[config.mk]
export PLATFORM = sky130hd
export DESIGN_NAME = tile_addr_walker
export DESIGN_NICKNAME = d
export VERILOG_FILES = /design/src/rtl/tile_pkg.sv /design/src/rtl/tile_geom.sv /design/src/rtl/tile_addr_map.sv /design/src/rtl/tile_addr_walker.sv
export SDC_FILE = /design/constraint.sdc
export NUM_CORES = 2
export LEC_CHECK = 0
export BUFFER_PORTS_ARGS = -buffer_cell sky130_fd_sc_hd__buf_2
export CORE_MARGIN = 3
export CORE_UTILIZATION = 50
export DETAILED_ROUTE_END_ITERATION = 16
export PLACE_DENSITY = 0.67
export SYNTH_ARGS = -nofsm -noshare
export SYNTH_HDL_FRONTEND = slang
export SYNTH_SLANG_ARGS = --single-unit
[constraint.sdc]
create_clock -name clk -period 31 [get_ports clk]
set_clock_uncertainty 0.1 [all_clocks]
set_input_delay 3.1 -clock clk [delete_from_list [all_inputs] [get_ports clk]]
set_output_delay 3.1 -clock clk [all_outputs]
set_load 0.005 [all_outputs]
[src/rtl/tile_pkg.sv]
package tile_pkg;
  typedef enum logic [1:0] {
    TM_LINEAR = 2'd0,
    TM_X      = 2'd1,
    TM_Y      = 2'd2,
    TM_W      = 2'd3
  } tile_mode_e;

  localparam int TILE_BYTES_LOG2 = 12;
  localparam int MAX_BPE_LOG2    = 4;

  typedef enum logic {
    WK_IDLE = 1'b0,
    WK_RUN  = 1'b1
  } walk_state_e;
endpackage

[src/rtl/tile_geom.sv]
module tile_geom
  import tile_pkg::*;
#(
  parameter int AW = 32,
  parameter int CW = 14
) (
  input  tile_mode_e     mode,
  input  logic [2:0]     bpe_log2,
  input  logic [CW-1:0]  width,
  input  logic [CW-1:0]  height,
  input  logic [AW-1:0]  pitch,
  output logic [AW-1:0]  size_pitch,
  output logic [AW-1:0]  size_bytes,
  output logic           legal
);
  logic [3:0]    lw_log2, lh_log2, pw_log2, rows_log2;
  logic [AW-1:0] w_tiles, h_tiles, h_rows, pw_mask;

  always_comb begin
    lw_log2   = 4'd0;
    lh_log2   = 4'd0;
    pw_log2   = {1'b0, bpe_log2};
    rows_log2 = 4'd0;
    case (mode)
      TM_X: begin
        lw_log2 = 4'd9 - {1'b0, bpe_log2};
        lh_log2 = 4'd3; pw_log2 = 4'd9; rows_log2 = 4'd3;
      end
      TM_Y: begin
        lw_log2 = 4'd7 - {1'b0, bpe_log2};
        lh_log2 = 4'd5; pw_log2 = 4'd7; rows_log2 = 4'd5;
      end
      TM_W: begin
        lw_log2 = 4'd6; lh_log2 = 4'd6; pw_log2 = 4'd7; rows_log2 = 4'd5;
      end
      default: ;
    endcase
  end

  // ceiling divisions by powers of two, then the tiled footprint
  always_comb begin
    w_tiles    = (AW'(width)  + (AW'(1) << lw_log2) - AW'(1)) >> lw_log2;
    h_tiles    = (AW'(height) + (AW'(1) << lh_log2) - AW'(1)) >> lh_log2;
    size_pitch = w_tiles << pw_log2;
    h_rows     = h_tiles << rows_log2;
    size_bytes = h_rows * size_pitch;
    pw_mask    = (AW'(1) << pw_log2) - AW'(1);
    legal      = (int'(bpe_log2) <= MAX_BPE_LOG2) &&
                 !(mode == TM_W && bpe_log2 != 3'd0) &&
                 ((pitch & pw_mask) == '0);
  end
endmodule

[src/rtl/tile_addr_map.sv]
module tile_addr_map
  import tile_pkg::*;
#(
  parameter int AW = 32,
  parameter int CW = 14
) (
  input  tile_mode_e     mode,
  input  logic [2:0]     bpe_log2,
  input  logic           swz,
  input  logic [AW-1:0]  base,
  input  logic [AW-1:0]  pitch,
  input  logic [CW-1:0]  x,
  input  logic [CW-1:0]  y,
  output logic [AW-1:0]  addr
);
  localparam int UW = CW + 5;

  logic [UW-1:0]              ub;
  logic [TILE_BYTES_LOG2-1:0] offs;
  logic [AW-1:0]              tx, ty, step, raw;

  assign ub = UW'(x) << bpe_log2;

  // bit interleave inside a tile, tile index and tile-row stride
  always_comb begin
    offs = '0;
    tx   = '0;
    ty   = '0;
    step = '0;
    case (mode)
      TM_X: begin
        offs = {y[2:0], ub[8:0]};
        tx = AW'(ub >> 9); ty = AW'(y >> 3); step = pitch << 3;
      end
      TM_Y: begin
        offs = {ub[6:4], y[4:0], ub[3:0]};
        tx = AW'(ub >> 7); ty = AW'(y >> 5); step = pitch << 5;
      end
      TM_W: begin
        offs = {x[5:3], y[5:2], x[2], y[1], x[1], y[0], x[0]};
        tx = AW'(x >> 6); ty = AW'(y >> 6); step = pitch << 5;
      end
      default: ;
    endcase
    if (mode == TM_LINEAR)
      raw = base + AW'(y) * pitch + AW'(ub);
    else
      raw = base + ty * step + (tx << TILE_BYTES_LOG2) + AW'(offs);
  end

  // channel swizzle on the finished address
  always_comb begin
    addr = raw;
    if (swz && mode == TM_X) addr[6] = raw[6] ^ raw[9] ^ raw[10];
    if (swz && mode == TM_Y) addr[6] = raw[6] ^ raw[9];
  end
endmodule

[src/rtl/tile_addr_walker.sv]
module tile_addr_walker
  import tile_pkg::*;
#(
  parameter int AW = 32,
  parameter int CW = 14
) (
  input  logic           clk,
  input  logic           rst_n,
  input  logic [1:0]     cfg_mode,
  input  logic [2:0]     cfg_bpe_log2,
  input  logic [AW-1:0]  cfg_base,
  input  logic [AW-1:0]  cfg_pitch,
  input  logic           cfg_swz,
  input  logic           start,
  input  logic [CW-1:0]  org_x,
  input  logic [CW-1:0]  org_y,
  input  logic [CW-1:0]  rect_w,
  input  logic [CW-1:0]  rect_h,
  output logic           out_valid,
  input  logic           out_ready,
  output logic [AW-1:0]  out_addr,
  output logic           done,
  output logic           err,
  output logic [AW-1:0]  surf_pitch,
  output logic [AW-1:0]  surf_bytes
);
  walk_state_e   st;
  tile_mode_e    r_mode;
  logic [2:0]    r_bpe;
  logic          r_swz;
  logic [AW-1:0] r_base, r_pitch;
  logic [CW-1:0] x0, x_last, y_last, cx, cy;
  logic          cfg_ok, empty, last_x, last_el;

  tile_geom #(.AW(AW), .CW(CW)) geom_i (
    .mode(tile_mode_e'(cfg_mode)), .bpe_log2(cfg_bpe_log2),
    .width(rect_w), .height(rect_h), .pitch(cfg_pitch),
    .size_pitch(surf_pitch), .size_bytes(surf_bytes), .legal(cfg_ok)
  );

  tile_addr_map #(.AW(AW), .CW(CW)) map_i (
    .mode(r_mode), .bpe_log2(r_bpe), .swz(r_swz), .base(r_base),
    .pitch(r_pitch), .x(cx), .y(cy), .addr(out_addr)
  );

  assign empty     = (rect_w == '0) || (rect_h == '0);
  assign last_x    = (cx == x_last);
  assign last_el   = last_x && (cy == y_last);
  assign out_valid = (st == WK_RUN);

  always_ff @(posedge clk) begin
    if (!rst_n) begin
      st <= WK_IDLE; done <= 1'b0; err <= 1'b0;
      r_mode <= TM_LINEAR; r_bpe <= '0; r_swz <= 1'b0;
      r_base <= '0; r_pitch <= '0;
      x0 <= '0; x_last <= '0; y_last <= '0; cx <= '0; cy <= '0;
    end else begin
      done <= 1'b0;
      case (st)
        WK_IDLE: if (start) begin
          err <= !cfg_ok;
          if (cfg_ok && empty) done <= 1'b1;
          if (cfg_ok && !empty) begin
            st      <= WK_RUN;
            r_mode  <= tile_mode_e'(cfg_mode);
            r_bpe   <= cfg_bpe_log2;
            r_swz   <= cfg_swz;
            r_base  <= cfg_base;
            r_pitch <= cfg_pitch;
            x0      <= org_x;
            cx      <= org_x;
            cy      <= org_y;
            x_last  <= org_x + rect_w - CW'(1);
            y_last  <= org_y + rect_h - CW'(1);
          end
        end
        WK_RUN: if (out_ready) begin
          if (last_el) begin
            st <= WK_IDLE; done <= 1'b1;
          end else if (last_x) begin
            cx <= x0; cy <= cy + CW'(1);
          end else begin
            cx <= cx + CW'(1);
          end
        end
        default: st <= WK_IDLE;
      endcase
    end
  end

  assert_hold_R8: assert property (@(posedge clk) disable iff (!rst_n)
    out_valid && !out_ready |=> out_valid && $stable(out_addr));
  assert_done_idle_R7: assert property (@(posedge clk) disable iff (!rst_n)
    done |-> !out_valid);
  assert_err_quiet_R10: assert property (@(posedge clk) disable iff (!rst_n)
    (!start || out_valid) |=> $stable(err));
  assert_zero_area_R12: assert property (@(posedge clk) disable iff (!rst_n)
    start && !out_valid && (rect_w == '0) |=> !out_valid);
endmodule

== After elaboration in Yosys (flattened, before gate mapping) ==
Index checks and enable logic that the tools add are counted.
W data, S select, Z words.
Word-level totals
  flip-flop bits (word level): 143
  input port bits: 130
  output and inout bits: 99
  logic and storage cells: 116
Cells by class
  add/subtract/negate cells: 18
  multiply operators: 3
  order comparisons: 1
  equality and inequality tests: 13
  shifts and indexed selects: 8
  muxes and demuxes: 33
  bitwise operators: 4
  reduce and logical (&&, ||, !) cells: 23
Operator list (number)
  $mux W14: 10
  $add A32 B32 Y32: 3
  $pmux W12 S3: 2
  $add A14 B32 Y32: 2
  $pmux W32 S2: 1
  $shl A1 B4 Y32 const A: 2
  $sub A32 B1 Y32 const B: 2
  $pmux W14 S2: 2
  $pmux W11 S3: 1
  $add A32 B12 Y32: 1
  $add A32 B19 Y32: 1
  $and A32 B32 Y32: 1
  $logic_not A32 Y1: 1
  $mul A11 B32 Y32: 1
  $mul A14 B32 Y32: 1
  $mul A32 B32 Y32: 1
  $mux W32: 1
  $shl A1 B3 Y32 const A: 1
  $shl A32 B3 Y32: 1
  $shl A32 B4 Y32: 1
  $shr A32 B3 Y32: 1
  $shr A32 B4 Y32: 1
  $sub A32 B2 Y32 const B: 1
  $add A14 B1 Y14 const B: 2
  other kinds (30): 62

== Longest topological paths before layout ==
  depth after elaboration: 12
  gate-level depth with buffers: 57
  depth with buffers taken out: 52

== Modules after synthesis ==
From an unflattened synthesis, not the netlist that was laid out.
Unflattened totals
  cell total of the unflattened synthesis: 6844
  area, all modules: 54589.9 um^2
Modules (own cells, without submodules)
  tile_addr_map: instances 1, cells each 2806, area an instance 23206.0 um^2, sequential area each 0.0 um^2
  tile_geom: instances 1, cells each 2987, area an instance 23043.4 um^2, sequential area each 0.0 um^2
  tile_addr_walker: instances 1, cells each 1051, area an instance 8340.5 um^2, sequential area each 2862.7 um^2

== Worst setup path before layout ==
OpenSTA, ideal clock, no wires.
  path kind: input port to output port
  start: input cfg_mode[0]
  end: output surf_bytes[31]
  arrival time: 15588 ps
  required time: 27800 ps
  slack: 12212 ps
  stages on the path: 49
  buffers on the path: 5
  cells stage by stage: inv_1 -> ha_1 -> o21bai_1 -> nand2b_1 -> buf_2 -> clkbuf_1 -> buf_1 -> nor2_1 -> nand2_1 -> ha_1 -> inv_1 -> ha_1 -> buf_2 -> a21oi_1 -> a2bb2oi_1 -> nand2_1 -> nor4_4 -> or2_1 -> [13 not listed] -> fa_1 -> fa_1 -> fa_1 -> fa_1 -> xor2_1 -> xnor2_1 -> xnor2_1 -> xnor2_1 -> xnor2_1 -> xnor2_1 -> xnor2_1 -> xnor3_1 -> xnor2_1 -> xnor2_1 -> xnor3_1 -> xnor3_1 -> xnor3_1 -> xnor2_1
Between the ends
  cells in the longest elaborated chain, start to end: 8
RTL lines
  start, declared: line tile_addr_walker.sv:9  | input logic [1:0] cfg_mode,
  $eq A2 B2 Y1 or $eq A2 B1 Y1 (tied branches): line tile_geom.sv:24  | case (mode)
  $pmux W4 S3: line tile_geom.sv:24
  $shl A1 B4 Y32: line tile_geom.sv:42  | w_tiles = (AW'(width) + (AW'(1) << lw_log2) - AW'(1)) >> lw_log2;
  $add A14 B32 Y32: line tile_geom.sv:42
  $sub A32 B1 Y32: line tile_geom.sv:42
  $shr A32 B4 Y32: line tile_geom.sv:42
  $shl A32 B4 Y32 *: line tile_geom.sv:44  | size_pitch = w_tiles << pw_log2;
  via surf_pitch[14]: line tile_addr_walker.sv:24  | output logic [AW-1:0] surf_pitch,
  $mul A32 B32 Y32 *: line tile_geom.sv:46  | size_bytes = h_rows * size_pitch;
  end, declared: line tile_addr_walker.sv:25  | output logic [AW-1:0] surf_bytes
The timed path passes the listed nets; every way through them passes the cells marked *.

== Worst setup path in the final report ==
  start: input cfg_mode[0]
  end: output surf_bytes[31]
Between the ends
  cells in the longest elaborated chain, start to end: 8
RTL lines (line)
  $eq A2 B2 Y1 or $eq A2 B1 Y1 (tied branches): tile_geom.sv:24
  $pmux W4 S3 or $pmux W3 S3 (tied branches): tile_geom.sv:24
  $shl A1 B4 Y32 or $shl A1 B3 Y32 (tied branches): tile_geom.sv:42, tile_geom.sv:43
  $add A14 B32 Y32 (on tied branches): tile_geom.sv:42, tile_geom.sv:43
  $sub A32 B1 Y32 (on tied branches): tile_geom.sv:42, tile_geom.sv:43
  $shr A32 B4 Y32 or $shr A32 B3 Y32 (tied branches): tile_geom.sv:42, tile_geom.sv:43
  $shl A32 B4 Y32 or $shl A32 B3 Y32 (tied branches): tile_geom.sv:44, tile_geom.sv:45
  $mul A32 B32 Y32 *: tile_geom.sv:46
Every way passes the cells marked *; elsewhere a longest branch is shown, timed or not.

==> flow_summary.toml <==
[place]
portBuffers = 228
globalplace.congestion = 0.999
pre_cts_slack_ns = 9.55
dp_hpwl_um = 136000

[critical_path]
critical_path.max_fanout = 40
critPathSlowestCell = "and2_0"
slowest_delay_ns = 1.01
critPathCaptureType = "output port"
r2r_setup_slack_ns = 27.08
worstPathRequired_ns = 27.80
crit_buf_inv = 10
critPathTopFamily = "adder cells"
startpoint_type = "input port"
worstSetupPathType = "in -> out"
worstPathArrival_ns = 18.49

[global_routing]
gr-total-overflow = 0
grt_usage_pct = 31.5
grt_max_degree = 119
grt_antenna_before_repair = 4
grt_pass1_vias = 45600
grt_pass1_wl_um = 263000

[synthesis]
synth_top_area_share_pct = 37.4
synth_warnings = 0
ys_seq_area_share_pct = 5.51
syn_area_per_cell_um2 = 8.05
async_flop_share_pct = 0
synthCells = 6456
synth_edf_count = 0
netlist_area_um2 = 52000
yosysUniqueCellTypes = 103
syn-num-nets = 7939
synthFlopType = "dfxtp_1"
synth_area_leaders = "fa_1, inv_1, ha_1"
ys_ff_latch = 143
yosysTopAreaCell = "fa_1"

[min_path]
hold_path.class = "reg -> reg"

[floorplan]
core_um2 = 102000
io-pin-count = 229
die_h_um = 328
core.rowCount = 117
die-area_um2 = 108000
initial_core_util_pct = 50.7
dieWidth_um = 328

[drt]
ant_nets = 0
wl_per_cell_um = 21.3
drc = 0
wirelength_um = 167000
vias = 44100
via_per_inst = 5.63
drt_iter0_drc = 3537
dr.pass1.iters = 6

[sta]
rsz0062_at_grt = "no"
worst_slack_ns = 9.31
setup_tns_ns = 0
slew_violations = 0
worstMarginPinSlew_ns = 1.20
slew-limit-headroom_pct = 19.8
hold_viol_final = 0
finalCritPeriodShare_pct = 70.0
final-setup-viol-count = 0
post-route-min-period_ns = 21.69
fmax_mhz = 46.1

[cells_and_area]
final_common_cell = "inv_1"
fin_nets = 7929
fill_cells = 9839
regArea_um2 = 2870
drive_gt1_share_pct = 7.62
layout_common_cells = "inv_1, nand2_1, fa_1"
area_growth_pct = 5.64
multi_input_area_um2 = 42900

[clocking]
cts_made_buffers = 17
post_cts.repair.setup_buffers = 0
clkSinkCount = 143
h-tree-depth = 4
clk_latency_ns = 0.45
clk_pin_slew_ns = 0.08
cts_max_path_buffers = 2
root_buffer = "clkbuf_16"
cts_tree = "done"
ctsHoldBuffers = 0
cts_resized = 0

[run]
maxCapViolCount = 0

[run_status]
status = "finished, final reports clean"
## worst register-to-register path: stages, from the launching register on
cell,delay (ns)
dfxtp_2,0.35
buf_4,0.29
a21oi_1,0.22
nand4_1,0.12
a221oi_1,0.23
nand3_1,0.12
a221oi_1,0.19
and3_1,0.36
and3_4,0.58
buf_4,0.73
nand2_1,0.36
a21boi_0,0.21
## cell type report
cell class / instances / share of cell area [%]
Antenna cell: 4 / 0.0182
Clock buffer: 18 / 0.800
Clock inverter: 14 / 0.253
Inverter: 1303 / 8.90
Multi-Input combinational cell: 4647 / 78.2
Sequential cell: 143 / 5.22
Tap cell: 1368 / 3.12
Timing Repair Buffer: 334 / 3.53
## layer usage
metal	global-route usage, %	wire length [um]	vias up
met5	0	8	-
met3	5.13	13600	324
li1	-	-	19900
met2	51.5	77400	1777
met4	10.9	6480	2
met1	42.6	69400	22100
## Yosys cell counts, types with 21 or more instances
cell         n
a21oi_1    206
a211oi_1    46
o211ai_1    29
nand2b_1    56
nor3_1      67
a31oi_1     27
a21boi_0   110
buf_1       35
a21o_1      42
and3_1      25
mux2_2      23
nor4_1      27
a22oi_1     28
mux2i_1     55
dfxtp_1    143
nand2_1   1007
o21bai_1    37
ha_1       382
xnor2_1    170
o21ai_0    164
nor2_1     474
a22o_1      30
o22ai_1     21
o31ai_1     26
o21a_1      38
clkbuf_1   310
nand3_1     51
inv_1     1294
and2_1     191
xor2_1      57
fa_1       971
nor2b_1     35
## final timing paths
path / depth (start not counted) / endpoint / startpoint
setup / recovery: 50 / surf_bytes[31] / cfg_mode[0]
hold / removal: 2 / r_pitch[4] / r_pitch[4]
setup reg to reg: 11 / r_pitch[29] / out_valid
hold reg to reg: 2 / r_pitch[4] / r_pitch[4]
## registers in the layout, summed over array words and instances, names as in the netlist
register	cells
r_swz	1
r_pitch	32
x_last	14
r_base	32
r_bpe	3
y_last	14
r_mode	2
done	1
x0	14
cx	14
err	1
cy	14
out_valid	1
## per-stage QoR
stage	instance area [um2]	util [%]	instances	hold slack, ns
2_1_floorplan	52000	-	6456	0.338
3_3_place_gp	54300	53.0	7795	0.350
3_5_place_dp	54300	53.0	7795	0.358
4_1_cts	54900	53.6	7827	0.368
5_1_grt	54900	53.6	7829	0.392
6_report	54900	53.6	7831	0.368
## kinds of logic (layout without fill, tap and decap cells)
family | Yosys count | count (layout) | synth area share (%)
AO/OA/AOI/OAI | 944 | 944 | 12.4
XOR/XNOR | 237 | 237 | 4.26
adder cells (fa/ha/maj) | 1353 | 1353 | 46.6
buffers and inverters | 1666 | 1669 | 12.1
flip-flops | 143 | 143 | 5.51
multiplexers | 88 | 88 | 1.99
other | 0 | 4 | 0
AND/OR/NAND/NOR | 2025 | 2025 | 17.2
Power is not shown: default switching activity piles up to over one toggle a cycle in this logic, so the estimate is an artifact.
